===== src/rtl/hsm_pkg.sv =====
package hsm_pkg;
  localparam int WORD_W = 20;
  localparam int PAY_W  = 16;
  localparam int ID_W   = 6;
  localparam int TAG_W  = WORD_W - PAY_W;

  typedef enum logic [1:0] {
    RX_SEARCH = 2'd0,
    RX_ALIGN  = 2'd1,
    RX_LOCKED = 2'd2
  } rx_state_e;
endpackage


===== src/rtl/hsm_line_rx.sv =====
module hsm_line_rx
  import hsm_pkg::*;
#(
  parameter logic [WORD_W-1:0] SYNC_PAT  = 20'h3F1C5,
  parameter logic [TAG_W-1:0]  HIT_TAG   = 4'hA,
  parameter int                LOCK_CNT  = 4,
  parameter int                ERR_LIMIT = 2
) (
  input  logic             clk,
  input  logic             rst,
  input  logic             din,
  output logic             word_vld,
  output logic [PAY_W-1:0] word_pay,
  output logic             locked
);
  localparam int BC_W = $clog2(WORD_W);
  localparam int SC_W = $clog2(LOCK_CNT + 1);
  localparam int EC_W = $clog2(ERR_LIMIT + 1);

  rx_state_e         st;
  logic [WORD_W-1:0] sr;
  logic [WORD_W-1:0] nxt_sr;
  logic [BC_W-1:0]   bitcnt;
  logic [SC_W-1:0]   syncs;
  logic [EC_W-1:0]   errs;
  logic              at_bound, is_sync, is_hit;

  always_comb begin
    nxt_sr   = {sr[WORD_W-2:0], din};
    at_bound = (bitcnt == BC_W'(WORD_W - 1));
    is_sync  = (nxt_sr == SYNC_PAT);
    is_hit   = (nxt_sr[WORD_W-1:PAY_W] == HIT_TAG);
  end

  always_ff @(posedge clk) begin
    if (rst) begin
      st       <= RX_SEARCH;
      sr       <= '0;
      bitcnt   <= '0;
      syncs    <= '0;
      errs     <= '0;
      word_vld <= 1'b0;
      word_pay <= '0;
    end else begin
      sr       <= nxt_sr;
      word_vld <= 1'b0;
      case (st)
        RX_SEARCH: begin
          if (is_sync) begin
            st     <= RX_ALIGN;
            syncs  <= SC_W'(1);
            bitcnt <= '0;
          end
        end
        RX_ALIGN: begin
          if (at_bound) begin
            bitcnt <= '0;
            if (!is_sync) begin
              st <= RX_SEARCH;
            end else if (syncs == SC_W'(LOCK_CNT - 1)) begin
              st   <= RX_LOCKED;
              errs <= '0;
            end else begin
              syncs <= syncs + SC_W'(1);
            end
          end else begin
            bitcnt <= bitcnt + BC_W'(1);
          end
        end
        RX_LOCKED: begin
          if (at_bound) begin
            bitcnt <= '0;
            if (is_sync) begin
              errs <= '0;
            end else if (is_hit) begin
              word_vld <= 1'b1;
              word_pay <= nxt_sr[PAY_W-1:0];
              errs     <= '0;
            end else if (errs == EC_W'(ERR_LIMIT - 1)) begin
              st   <= RX_SEARCH;
              errs <= '0;
            end else begin
              errs <= errs + EC_W'(1);
            end
          end else begin
            bitcnt <= bitcnt + BC_W'(1);
          end
        end
        default: st <= RX_SEARCH;
      endcase
    end
  end

  assign locked = (st == RX_LOCKED);


  push_when_locked_chk: assert property (@(posedge clk) disable iff (rst)
    word_vld |-> $past(st) == RX_LOCKED);


  hit_only_push_chk: assert property (@(posedge clk) disable iff (rst)
    word_vld |-> ($past(nxt_sr[WORD_W-1:PAY_W]) == HIT_TAG));


  lock_at_boundary_chk: assert property (@(posedge clk) disable iff (rst)
    $rose(locked) |-> $past(bitcnt) == BC_W'(WORD_W - 1));
endmodule


===== src/rtl/hsm_line_fifo.sv =====
module hsm_line_fifo #(
  parameter int DEPTH = 16,
  parameter int W     = 16
) (
  input  logic         clk,
  input  logic         rst,
  input  logic         wr_en,
  input  logic [W-1:0] wr_data,
  input  logic         rd_en,
  output logic [W-1:0] rd_data,
  output logic         empty,
  output logic         ovf
);
  localparam int AW = $clog2(DEPTH);
  localparam int CW = $clog2(DEPTH + 1);

  logic [W-1:0]  mem [DEPTH];
  logic [AW-1:0] wptr, rptr;
  logic [CW-1:0] cnt;
  logic          full, do_wr, do_rd;

  always_comb begin
    full  = (cnt == CW'(DEPTH));
    empty = (cnt == '0);
    do_wr = wr_en && !full;
    do_rd = rd_en && !empty;
  end

  always_ff @(posedge clk) begin
    if (do_wr) mem[wptr] <= wr_data;
  end

  assign rd_data = mem[rptr];

  always_ff @(posedge clk) begin
    if (rst) begin
      wptr <= '0;
      rptr <= '0;
      cnt  <= '0;
      ovf  <= 1'b0;
    end else begin
      if (do_wr) wptr <= wptr + AW'(1);
      if (do_rd) rptr <= rptr + AW'(1);
      cnt <= cnt + CW'(do_wr) - CW'(do_rd);
      if (wr_en && full) ovf <= 1'b1;
    end
  end


  cnt_bound_chk: assert property (@(posedge clk) disable iff (rst)
    cnt <= CW'(DEPTH));


  ovf_sticky_chk: assert property (@(posedge clk) disable iff (rst)
    ovf |=> ovf);


  rd_nonempty_chk: assert property (@(posedge clk) disable iff (rst)
    rd_en |-> !empty);
endmodule


===== src/rtl/hsm_rr_arb.sv =====
module hsm_rr_arb #(
  parameter int N  = 4,
  parameter int IW = 2
) (
  input  logic          clk,
  input  logic          rst,
  input  logic [N-1:0]  req,
  output logic [N-1:0]  grant,
  output logic [IW-1:0] gidx,
  output logic          any
);
  logic [IW-1:0] last;

  always_comb begin
    any   = |req;
    gidx  = last;
    grant = '0;
    for (int k = N; k >= 1; k--) begin
      if (req[(int'(last) + k) % N]) gidx = IW'((int'(last) + k) % N);
    end
    if (any) grant[gidx] = 1'b1;
  end

  always_ff @(posedge clk) begin
    if (rst) last <= IW'(N - 1);
    else if (any) last <= gidx;
  end


  grant_onehot_chk: assert property (@(posedge clk) disable iff (rst)
    $onehot0(grant));
endmodule


===== src/rtl/hit_stream_merger.sv =====
module hit_stream_merger
  import hsm_pkg::*;
#(
  parameter int                N_LINES        = 4,
  parameter int                LINES_PER_CHIP = 1,
  parameter int                CHIP_BASE      = 0,
  parameter int                FIFO_DEPTH     = 16,
  parameter int                LOCK_CNT       = 4,
  parameter int                ERR_LIMIT      = 2,
  parameter logic [WORD_W-1:0] SYNC_PAT       = 20'h3F1C5,
  parameter logic [TAG_W-1:0]  HIT_TAG        = 4'hA
) (
  input  logic                    clk,
  input  logic                    rst,
  input  logic [N_LINES-1:0]      ser_in,
  output logic                    out_valid,
  output logic [PAY_W+ID_W-1:0]   out_data,
  output logic [N_LINES-1:0]      line_locked,
  output logic [N_LINES-1:0]      line_ovf
);
  localparam int IW = (N_LINES > 1) ? $clog2(N_LINES) : 1;

  logic [N_LINES-1:0] wvld, empty, grant;
  logic [PAY_W-1:0]   wpay  [N_LINES];
  logic [PAY_W-1:0]   fifo_q[N_LINES];
  logic [IW-1:0]      gidx;
  logic               any;
  logic [ID_W-1:0]    cid;

  for (genvar i = 0; i < N_LINES; i++) begin : g_line
    hsm_line_rx #(
      .SYNC_PAT (SYNC_PAT),
      .HIT_TAG  (HIT_TAG),
      .LOCK_CNT (LOCK_CNT),
      .ERR_LIMIT(ERR_LIMIT)
    ) u_rx (
      .clk     (clk),
      .rst     (rst),
      .din     (ser_in[i]),
      .word_vld(wvld[i]),
      .word_pay(wpay[i]),
      .locked  (line_locked[i])
    );

    hsm_line_fifo #(
      .DEPTH(FIFO_DEPTH),
      .W    (PAY_W)
    ) u_fifo (
      .clk    (clk),
      .rst    (rst),
      .wr_en  (wvld[i]),
      .wr_data(wpay[i]),
      .rd_en  (grant[i]),
      .rd_data(fifo_q[i]),
      .empty  (empty[i]),
      .ovf    (line_ovf[i])
    );
  end

  hsm_rr_arb #(
    .N (N_LINES),
    .IW(IW)
  ) u_arb (
    .clk  (clk),
    .rst  (rst),
    .req  (~empty),
    .grant(grant),
    .gidx (gidx),
    .any  (any)
  );

  always_comb cid = ID_W'(CHIP_BASE + (int'(gidx) / LINES_PER_CHIP));

  always_ff @(posedge clk) begin
    if (rst) begin
      out_valid <= 1'b0;
      out_data  <= '0;
    end else begin
      out_valid <= any;
      if (any) out_data <= {fifo_q[gidx], cid};
    end
  end
endmodule


===== config.mk =====
export PLATFORM = sky130hd
export DESIGN_NAME = hit_stream_merger
export DESIGN_NICKNAME = d
export VERILOG_FILES = /design/src/rtl/hsm_pkg.sv /design/src/rtl/hsm_line_rx.sv /design/src/rtl/hsm_line_fifo.sv /design/src/rtl/hsm_rr_arb.sv /design/src/rtl/hit_stream_merger.sv
export SDC_FILE = /design/constraint.sdc
export NUM_CORES = 1
export LEC_CHECK = 0
export BUFFER_PORTS_ARGS = -buffer_cell sky130_fd_sc_hd__buf_2
export CORE_ASPECT_RATIO = 1.75
export CORE_UTILIZATION = 44
export CTS_BUF_LIST = sky130_fd_sc_hd__clkbuf_4
export DETAILED_ROUTE_END_ITERATION = 10
export GPL_ROUTABILITY_DRIVEN = 0
export PLACE_DENSITY = 0.68
export SETUP_SLACK_MARGIN = 0.4
export SLEW_MARGIN = 20
export SYNTH_ARGS = -nofsm -noshare
export SYNTH_HDL_FRONTEND = slang
export SYNTH_SLANG_ARGS = --single-unit

===== constraint.sdc =====
create_clock -name clk -period 6.3 [get_ports clk]
set_clock_uncertainty 0.05 [all_clocks]
set_input_delay 0.63 -clock clk [delete_from_list [all_inputs] [get_ports clk]]
set_output_delay 0.63 -clock clk [all_outputs]
set_load 0.1 [all_outputs]

Word-level counts from Yosys, hierarchy flattened
Memory sizes are Yosys's and may differ from the RTL's. A register that Yosys moved wholly into a read port is not among the register bits.
Index checks and enable logic that the tools add are counted.
{"block": "classes", "add_sub_neg": 32, "n_lt_le_gt_ge": 7, "eq_ne": 72, "muxes": 142, "n_bitwise": 18, "reduce_logical": 74}
{"cell": "2-to-1 mux 2 bit", "count": 64}
{"cell": "== test 20 x 18 -> 1 bit, second input constant", "count": 4}
{"cell": "2-to-1 mux 3 bit", "count": 16}
{"cell": "== test 5 bit, second input constant", "count": 8}
{"cell": "2-to-1 mux 5 bit", "count": 8}
{"cell": "!= test 2 bit, second input constant", "count": 20}
{"cell": "case mux 5 bit (2 select lines)", "count": 4}
{"cell": "AND reduction 5 bit", "count": 8}
{"cell": "2-to-1 mux 4 bit", "count": 9}
{"cell": "adder 4 x 1 -> 4 bit, second input constant", "count": 8}
{"cell": "binary-select mux 16 bit (select 2 bit)", "count": 1}
{"cell": "2-to-1 mux 16 bit", "count": 2}
{"cell": "!= test 2 x 1 -> 1 bit, second input constant", "count": 16}
{"cell": "AND reduction 7 bit", "count": 4}
{"cell": "case mux 2 bit (3 select lines)", "count": 4}
{"cell": "case mux 3 bit (2 select lines)", "count": 4}
{"cell": "nonzero test 2 bit", "count": 12}
{"cell": "2-to-1 mux 1 bit", "count": 21}
{"cell": "adder 5 x 1 -> 5 bit", "count": 4}
{"cell": "adder 5 x 1 -> 5 bit, second input constant", "count": 4}
{"cell": "zero test 5 bit", "count": 4}
{"cell": "OR reduction 4 bit", "count": 5}
{"cell": "subtractor 5 x 1 -> 5 bit", "count": 4}
{"cell": "== test 2 x 1 -> 1 bit, second input constant", "count": 8}
{"cell": "other kinds (24)", "count": 103}
{"block": "word_totals", "register_bits": 269, "ramBits": 1024, "inputBits": 6, "out_inout_bits": 31, "wordCells": 396, "mem_count": 4}
{"memory": "g_line[0].u_fifo.mem", "depth": 16, "width": 16, "rd": 1, "rd_ports_with_merged_regs": 1, "write_ports": 1, "line_no": "hsm_line_fifo.sv:17", "text": "logic [W-1:0] mem [DEPTH];"}
{"memory": "g_line[1].u_fifo.mem", "depth": 16, "width": 16, "rd": 1, "rd_ports_with_merged_regs": 1, "write_ports": 1, "line_no": "hsm_line_fifo.sv:17"}
{"memory": "g_line[2].u_fifo.mem", "depth": 16, "width": 16, "rd": 1, "rd_ports_with_merged_regs": 1, "write_ports": 1, "line_no": "hsm_line_fifo.sv:17"}
{"memory": "g_line[3].u_fifo.mem", "depth": 16, "width": 16, "rd": 1, "rd_ports_with_merged_regs": 1, "write_ports": 1, "line_no": "hsm_line_fifo.sv:17"}

Longest topological paths before layout
{"block": "depth", "word_depth": 18, "mapped_depth": 17, "depth_no_buf": 16}

By module
Synthesis repeated with hierarchy kept, for this count alone.
{"block": "unflattened", "hier_cells": 2966, "area_unflattened_um2": 51587.0}
{"module": "hsm_line_fifo at g_line[0].u_fifo ...", "n_inst": 2, "cells_each": 504, "area_per_inst_um2": 10582.6, "seq_area_each_um2": 8047.7}
{"module": "hsm_line_fifo at g_line[3].u_fifo", "n_inst": 1, "cells_each": 504, "area_per_inst_um2": 10572.6, "seq_area_each_um2": 8047.7}
{"module": "hsm_line_fifo at g_line[2].u_fifo", "n_inst": 1, "cells_each": 504, "area_per_inst_um2": 10568.9, "seq_area_each_um2": 8047.7}
{"module": "hsm_line_rx", "n_inst": 4, "cells_each": 203, "area_per_inst_um2": 1963.1, "seq_area_each_um2": 960.9}
{"module": "hit_stream_merger", "n_inst": 1, "cells_each": 110, "area_per_inst_um2": 1216.2, "seq_area_each_um2": 380.4}
{"module": "hsm_rr_arb", "n_inst": 1, "cells_each": 28, "area_per_inst_um2": 211.5, "seq_area_each_um2": 40.0}

Worst setup path before layout
Ideal clock, no wire load.
{"block": "synth_path", "path_kind": "register to register", "startpoint": "reg g_line[2].u_fifo.cnt[3]", "endpoint": "reg g_line[2].u_fifo.cnt[4]", "setup_ns": 0.070, "t_arrival_ns": 3.358, "required_time_ns": 6.180, "slack_ns": 2.822, "path_stages_with_launch": 18, "path_buffers": 2, "period_less_slack_ns": 3.478, "cell_sequence": "dfxtp_1 inv_1 ha_1 or4b_1 buf_2 o22a_1 o21a_1 buf_2 nand3_1 inv_1 ha_1 inv_1 ha_1 fa_1 a21oi_1 nor2_1 or3_1 a21oi_1"}
{"block": "synth_between", "elab_chain_cells": 16, "elab_cells_between_ends": 32, "cone_classes": "add/sub (2); order compare (2); eq/ne (1); mux (19); bitwise (1); reduce/logical (7)"}
{"item": "from (decl)", "line_no": "hsm_line_fifo.sv:19", "text": "logic [CW-1:0] cnt;"}
{"item": "from (signal assigned)", "line_no": "hsm_line_fifo.sv:44", "text": "cnt <= cnt + CW'(do_wr) - CW'(do_rd);"}
{"item": "zero test 5 bit", "line_no": "hsm_line_fifo.sv:24", "text": "empty = (cnt == '0);"}
{"item": "NOT 4 bit", "line_no": "hit_stream_merger.sv:66", "text": ".req (~empty),"}
{"item": "binary-select mux 1 bit (select 2 bit)", "line_no": "hsm_rr_arb.sv:19", "text": "if (req[(int'(last) + k) % N]) gidx = IW'((int'(last) + k) % N);"}
{"item": "2-to-1 mux 1 bit (not written as such) (2 in a row)", "line_no": "hsm_rr_arb.sv:19"}
{"item": "2-to-1 mux 2 bit (4 in a row)", "line_no": "hsm_rr_arb.sv:19"}
{"item": "< comparator 2 x 3 -> 1 bit (not written as such) / >= comparator 2 x 1 -> 1 bit (equally long branches)", "line_no": "hsm_rr_arb.sv:21", "text": "if (any) grant[gidx] = 1'b1;"}
{"item": "logical AND 1 bit (not written as such)", "line_no": "hsm_rr_arb.sv:21"}
{"item": "2-to-1 mux 1 bit (not written as such)", "line_no": "hsm_rr_arb.sv:21"}
{"item": "demux 1 bit (select 2 bit)"}
{"item": "2-to-1 mux 4 bit", "line_no": "hsm_rr_arb.sv:21"}
{"item": "logical AND 1 bit", "line_no": "hsm_line_fifo.sv:26", "text": "do_rd = rd_en && !empty;"}
{"item": "subtractor 5 x 1 -> 5 bit *", "line_no": "hsm_line_fifo.sv:44"}
Every way passes the cells marked *; elsewhere a longest branch is shown, timed or not. The select of a mux whose other input is x is not followed.
A chain may end at the register's enable or synchronous reset.

Worst setup path in the final report
{"block": "layout_path", "startpoint": "reg g_line[0].u_fifo.cnt[2]", "endpoint": "reg g_line[1].u_fifo.cnt[4]"}
{"block": "layout_between", "elab_chain_cells": 16, "elab_cells_between_ends": 27, "cone_classes": "add/sub (1); order compare (2); mux (19); bitwise (1); reduce/logical (4)"}
{"item": "from (decl)", "line_no": "hsm_line_fifo.sv:19"}
{"item": "from (signal assigned)", "line_no": "hsm_line_fifo.sv:44"}
{"item": "zero test 5 bit *", "line_no": "hsm_line_fifo.sv:24"}
{"item": "NOT 4 bit *", "line_no": "hit_stream_merger.sv:66"}
{"item": "binary-select mux 1 bit (select 2 bit)", "line_no": "hsm_rr_arb.sv:19"}
{"item": "2-to-1 mux 1 bit (not written as such) (2 in a row)", "line_no": "hsm_rr_arb.sv:19"}
{"item": "2-to-1 mux 2 bit (4 in a row)", "line_no": "hsm_rr_arb.sv:19"}
{"item": "< comparator 2 x 3 -> 1 bit (not written as such) / >= comparator 2 x 1 -> 1 bit (equally long branches)", "line_no": "hsm_rr_arb.sv:21"}
{"item": "logical AND 1 bit (not written as such)", "line_no": "hsm_rr_arb.sv:21"}
{"item": "2-to-1 mux 1 bit (not written as such)", "line_no": "hsm_rr_arb.sv:21"}
{"item": "demux 1 bit (select 2 bit)"}
{"item": "2-to-1 mux 4 bit *", "line_no": "hsm_rr_arb.sv:21"}
{"item": "logical AND 1 bit *", "line_no": "hsm_line_fifo.sv:26"}
{"item": "net g_line[1].u_fifo.do_rd", "line_no": "hsm_line_fifo.sv:20", "text": "logic full, do_wr, do_rd;"}
{"item": "subtractor 5 x 1 -> 5 bit *", "line_no": "hsm_line_fifo.sv:44"}
{"item": "to (signal assigned)", "line_no": "hsm_line_fifo.sv:44"}
{"item": "to (decl)", "line_no": "hsm_line_fifo.sv:19"}
Mark *: on every way through the listed nets, which the timed path passes. The rest lies on a longest branch. The select of a mux whose other input is x is not followed.

==> reports/results.tsv <==
stage	metric	value	unit
detailed_routing	firstDrtPassIters	6	
cts	insertion_delay	1.20	ns
cts	cts-buffers-inserted	307	
synthesis	ys_async_sr_fraction	0	%
timing	final.min_clock_period	4.31	ns
layout	nNetsFinal	3306	
power	p_sw_share	27.7	%
synthesis	synth_top_area_share	61.0	%
die	die_h	450	um
grt	grt_max_degree	91	
worst_setup_path	worstPathRequired	7.33	ns
detailed_routing	wire_per_inst	23.1	um
cts	clockBufferDepth	4	
layout	synthToLayoutAreaGrowth	11.9	%
power	peakVddDrop	0.000207	V
die	ios	37	
worst_setup_path	r2r_start	g_line[0].u_fifo.cnt[2]	
timing	rsz0062_at_grt	no	
timing	fin_ws	1.99	ns
hold_path	worstHoldStart	ser_in[3]	
synthesis	netlist_top_cells_count	edfxtp_1 (1024), dfxtp_1 (285), mux4_2 (256), nand2_1 (197), a21oi_1 (166)	
run_status	outcome	finished clean	
cts	cts_tree	done	
hold_path	hold_path.class	primary input to flop	
placed_design	dp_cells	4398	
grt	overflow	0	
grt	grt_usage	20.0	%
cts	htree_levels	5	
die	rows	163	
grt	grt_first_pass_wirelength	172000	um
power	p_per_area	338	nW/um^2
timing	setup_viol	0	
timing	setup_tns	0	ns
detailed_routing	vias	27400	
power	p_int	0.0138	W
synthesis	avgSynthCellArea	17.1	um^2
worst_setup_path	critPathLaunch	g_line[0].u_fifo.cnt[2]	
grt	antenna_found_initial	3	
placed_design	place_hpwl	71800	um
synthesis	synth_flop_cell	edfxtp_1	
timing	period_share	68.5	%
power	p_sw	0.00528	W
detailed_routing	avgViaCountPerCell	5.55	
flow_run	max_cap_violations	0	
timing	fmax	232	MHz
layout	finalNonFillerCells	4939	
worst_setup_path	crit_path_start_kind	flop	
detailed_routing	post-route-drc-count	0	
detailed_routing	ant_nets	0	
timing	final_max_slew_viol_count	0	
die	die_w	258	um
timing	worst_slew_pin_slew	1.15	ns
die	initial_core_util	44.5	%
worst_setup_path	worstSetupPathType	flop to flop	
synthesis	yosysTopAreaCell	edfxtp_1	
power	clkPwrFrac	34.3	%
synthesis	yosys-top-cells-area	edfxtp_1 (61%), mux4_2 (11%), dfxtp_1 (11%), a22oi_1 (1.9%), ha_1 (1.7%)	
power	sequentialPowerShare	50.0	%
worst_setup_path	max_stage_delay	0.62	ns
timing	maxSlewHeadroom	23.4	%
timing	finalHoldViolations	0	
worst_setup_path	end_kind	flop	
placed_design	numPortBuffers	32	
worst_setup_path	cpMostUsedCell	inv_1	
power	p_leak	18.7	nW
synthesis	yosysMostFrequentCell	edfxtp_1	
worst_setup_path	crit_path_cell_trace	inv_1, ha_1, or4b_1, o221ai_2, o21a_2, buf_4, a211oi_2, ha_1, inv_1, ha_1, inv_1, fa_1, inv_1, a21oi_1, nor2_1, or3_1, a21oi_1	
detailed_routing	drt_iter0_drc	1924	
synthesis	synth-edff-count	1024	
worst_setup_path	critical_path_arrival	5.34	ns
layout	drive_gt1_share	26.6	%
die	die_area	116000	um^2
placed_design	dpl_worst_slack	2.01	ns
synthesis	ys_seq_area_share	72.3	%
detailed_routing	finalWirelength	114000	um
cts	numClockSinks	1309	
cts	clk_pin_slew	0.08	ns
grt	first_global_vias	28900	
placed_design	placed_area	52600	um^2
worst_setup_path	cpMaxStageDelayCell	or4b_1	
die	core-area	113000	um^2
synthesis	netlist_instances	2953	
worst_setup_path	crit_path_max_fanout	20	
layout	design_area	56400	um^2
cts	cts_root_buf	clkbuf_4	
synthesis	ys_warn_count	0	
power	pwr-share-comb	15.7	%
synthesis	ys_seq_elements	1309	
synthesis	syn_area	50400	um^2
synthesis	synth_cell_types	69	
[layer usage]
layer | track usage, % | part of all wire, % | vias to the layer above
li1 | - | - | 12200
met1 | 21.6 | 35 | 14000
met2 | 36.9 | 55 | 896
met3 | 4.03 | 5.5 | 242
met4 | 9.40 | 4.1 | 2
met5 | 0 | 0.011 | -
[layout by cell type (no fill, tap or decap), types with 11 or more instances in the layout]
cell and instances:
nor3_2 16, buf_4 86, clkinv_2 15, clkinv_1 58, edfxtp_1 1024, nand3_1 21
inv_1 67, xor2_1 32, xnor2_1 18, o21ai_0 24, nand4_1 19, mux4_2 256
nor4b_1 11, buf_2 31, o21ai_1 14, a21oi_1 166, mux2i_1 22, nor2_2 24
nor2_1 139, o211ai_1 16, ha_1 68, dfxtp_1 277, nor2b_1 101, clkbuf_4 450
nand2_1 197, a22oi_1 128
[power groups by stage]
stage | registers (W) | clock network, W | logic (W)
floorplan | 0.00985 | 0 | 0.00194
global placement | 0.00972 | 0 | 0.00297
detailed placement | 0.00972 | 0 | 0.00300
CTS | 0.00953 | 0.00671 | 0.00301
global route | 0.00955 | 0.00714 | 0.00317
finish | 0.00953 | 0.00653 | 0.00299
[cells by family after synthesis]
family | count (synthesis) | synth area share [%]
xor+xnor | 50 | 0.869
buf+inv | 228 | 1.86
other cells | 1 | 0.00744
fa+ha+maj | 72 | 1.85
mux | 282 | 12.0
compound gates | 387 | 4.89
simple gates | 624 | 6.22
flops | 1309 | 72.3
[flip-flops by register name, summed over array words and instances, names as in the netlist, named ones only]
name and count:
g_line.u_fifo.mem 1024, g_line.u_rx.sr 76, g_line.u_rx.word_pay 64, g_line.u_fifo.cnt 20, g_line.u_rx.bitcnt 20, out_data 18, g_line.u_fifo.rptr 16, g_line.u_fifo.wptr 16
g_line.u_rx.syncs 12, g_line.u_rx.errs 8, g_line.u_rx.st 8, g_line.u_fifo.ovf 4, g_line.u_rx.word_vld 4, u_arb.last 2, out_valid 1
[area by class of cell]
cell class | instances | area (um^2)
inverters | 67 | 251
fillers | 9356 | 56800
multi-input cells | 1419 | 13200
clock buffers | 450 | 3380
well taps | 1485 | 1860
flip-flops and latches | 1309 | 36500
repair buffers | 124 | 875
clock inverters | 79 | 368
diodes | 6 | 15.0
[critical path, delay by kind of cell, from the launching register on]
kind | cells | cell delay, ns
and+or+nand+nor | 3 | 1.02
AOI/OAI and AO/OA | 5 | 1.28
DFF | 1 | 0.32
buffers and inverters | 5 | 0.66
adders and majority gates | 4 | 0.90
[final timing paths]
path,endpoint,slack [ns],cells past startpoint
hold reg to reg,g_line[0].u_rx.errs[1],0.38,2
setup / recovery,g_line[1].u_fifo.cnt[4],1.99,17
hold / removal,g_line[3].u_rx.word_pay[0],0.22,4
setup reg to reg,g_line[1].u_fifo.cnt[4],1.99,17
[metrics by stage]
step	hold WS (ns)	util [%]	power (W)
after global routing	0.114	49.8	0.0199
after floorplan	0.357	-	0.0118
final	0.224	49.8	0.0190
after CTS	0.0798	49.8	0.0193
after detailed placement	0.370	46.5	0.0127
after global placement	0.365	46.4	0.0127
[what timing repair did]
item                                   CTS  global route
hold buffers                             6             0
endpoints found under the hold margin   87             0
gates resized for setup                  0             0
setup buffers                            0             0
No activity file was read; power rests on OpenSTA's default activity.
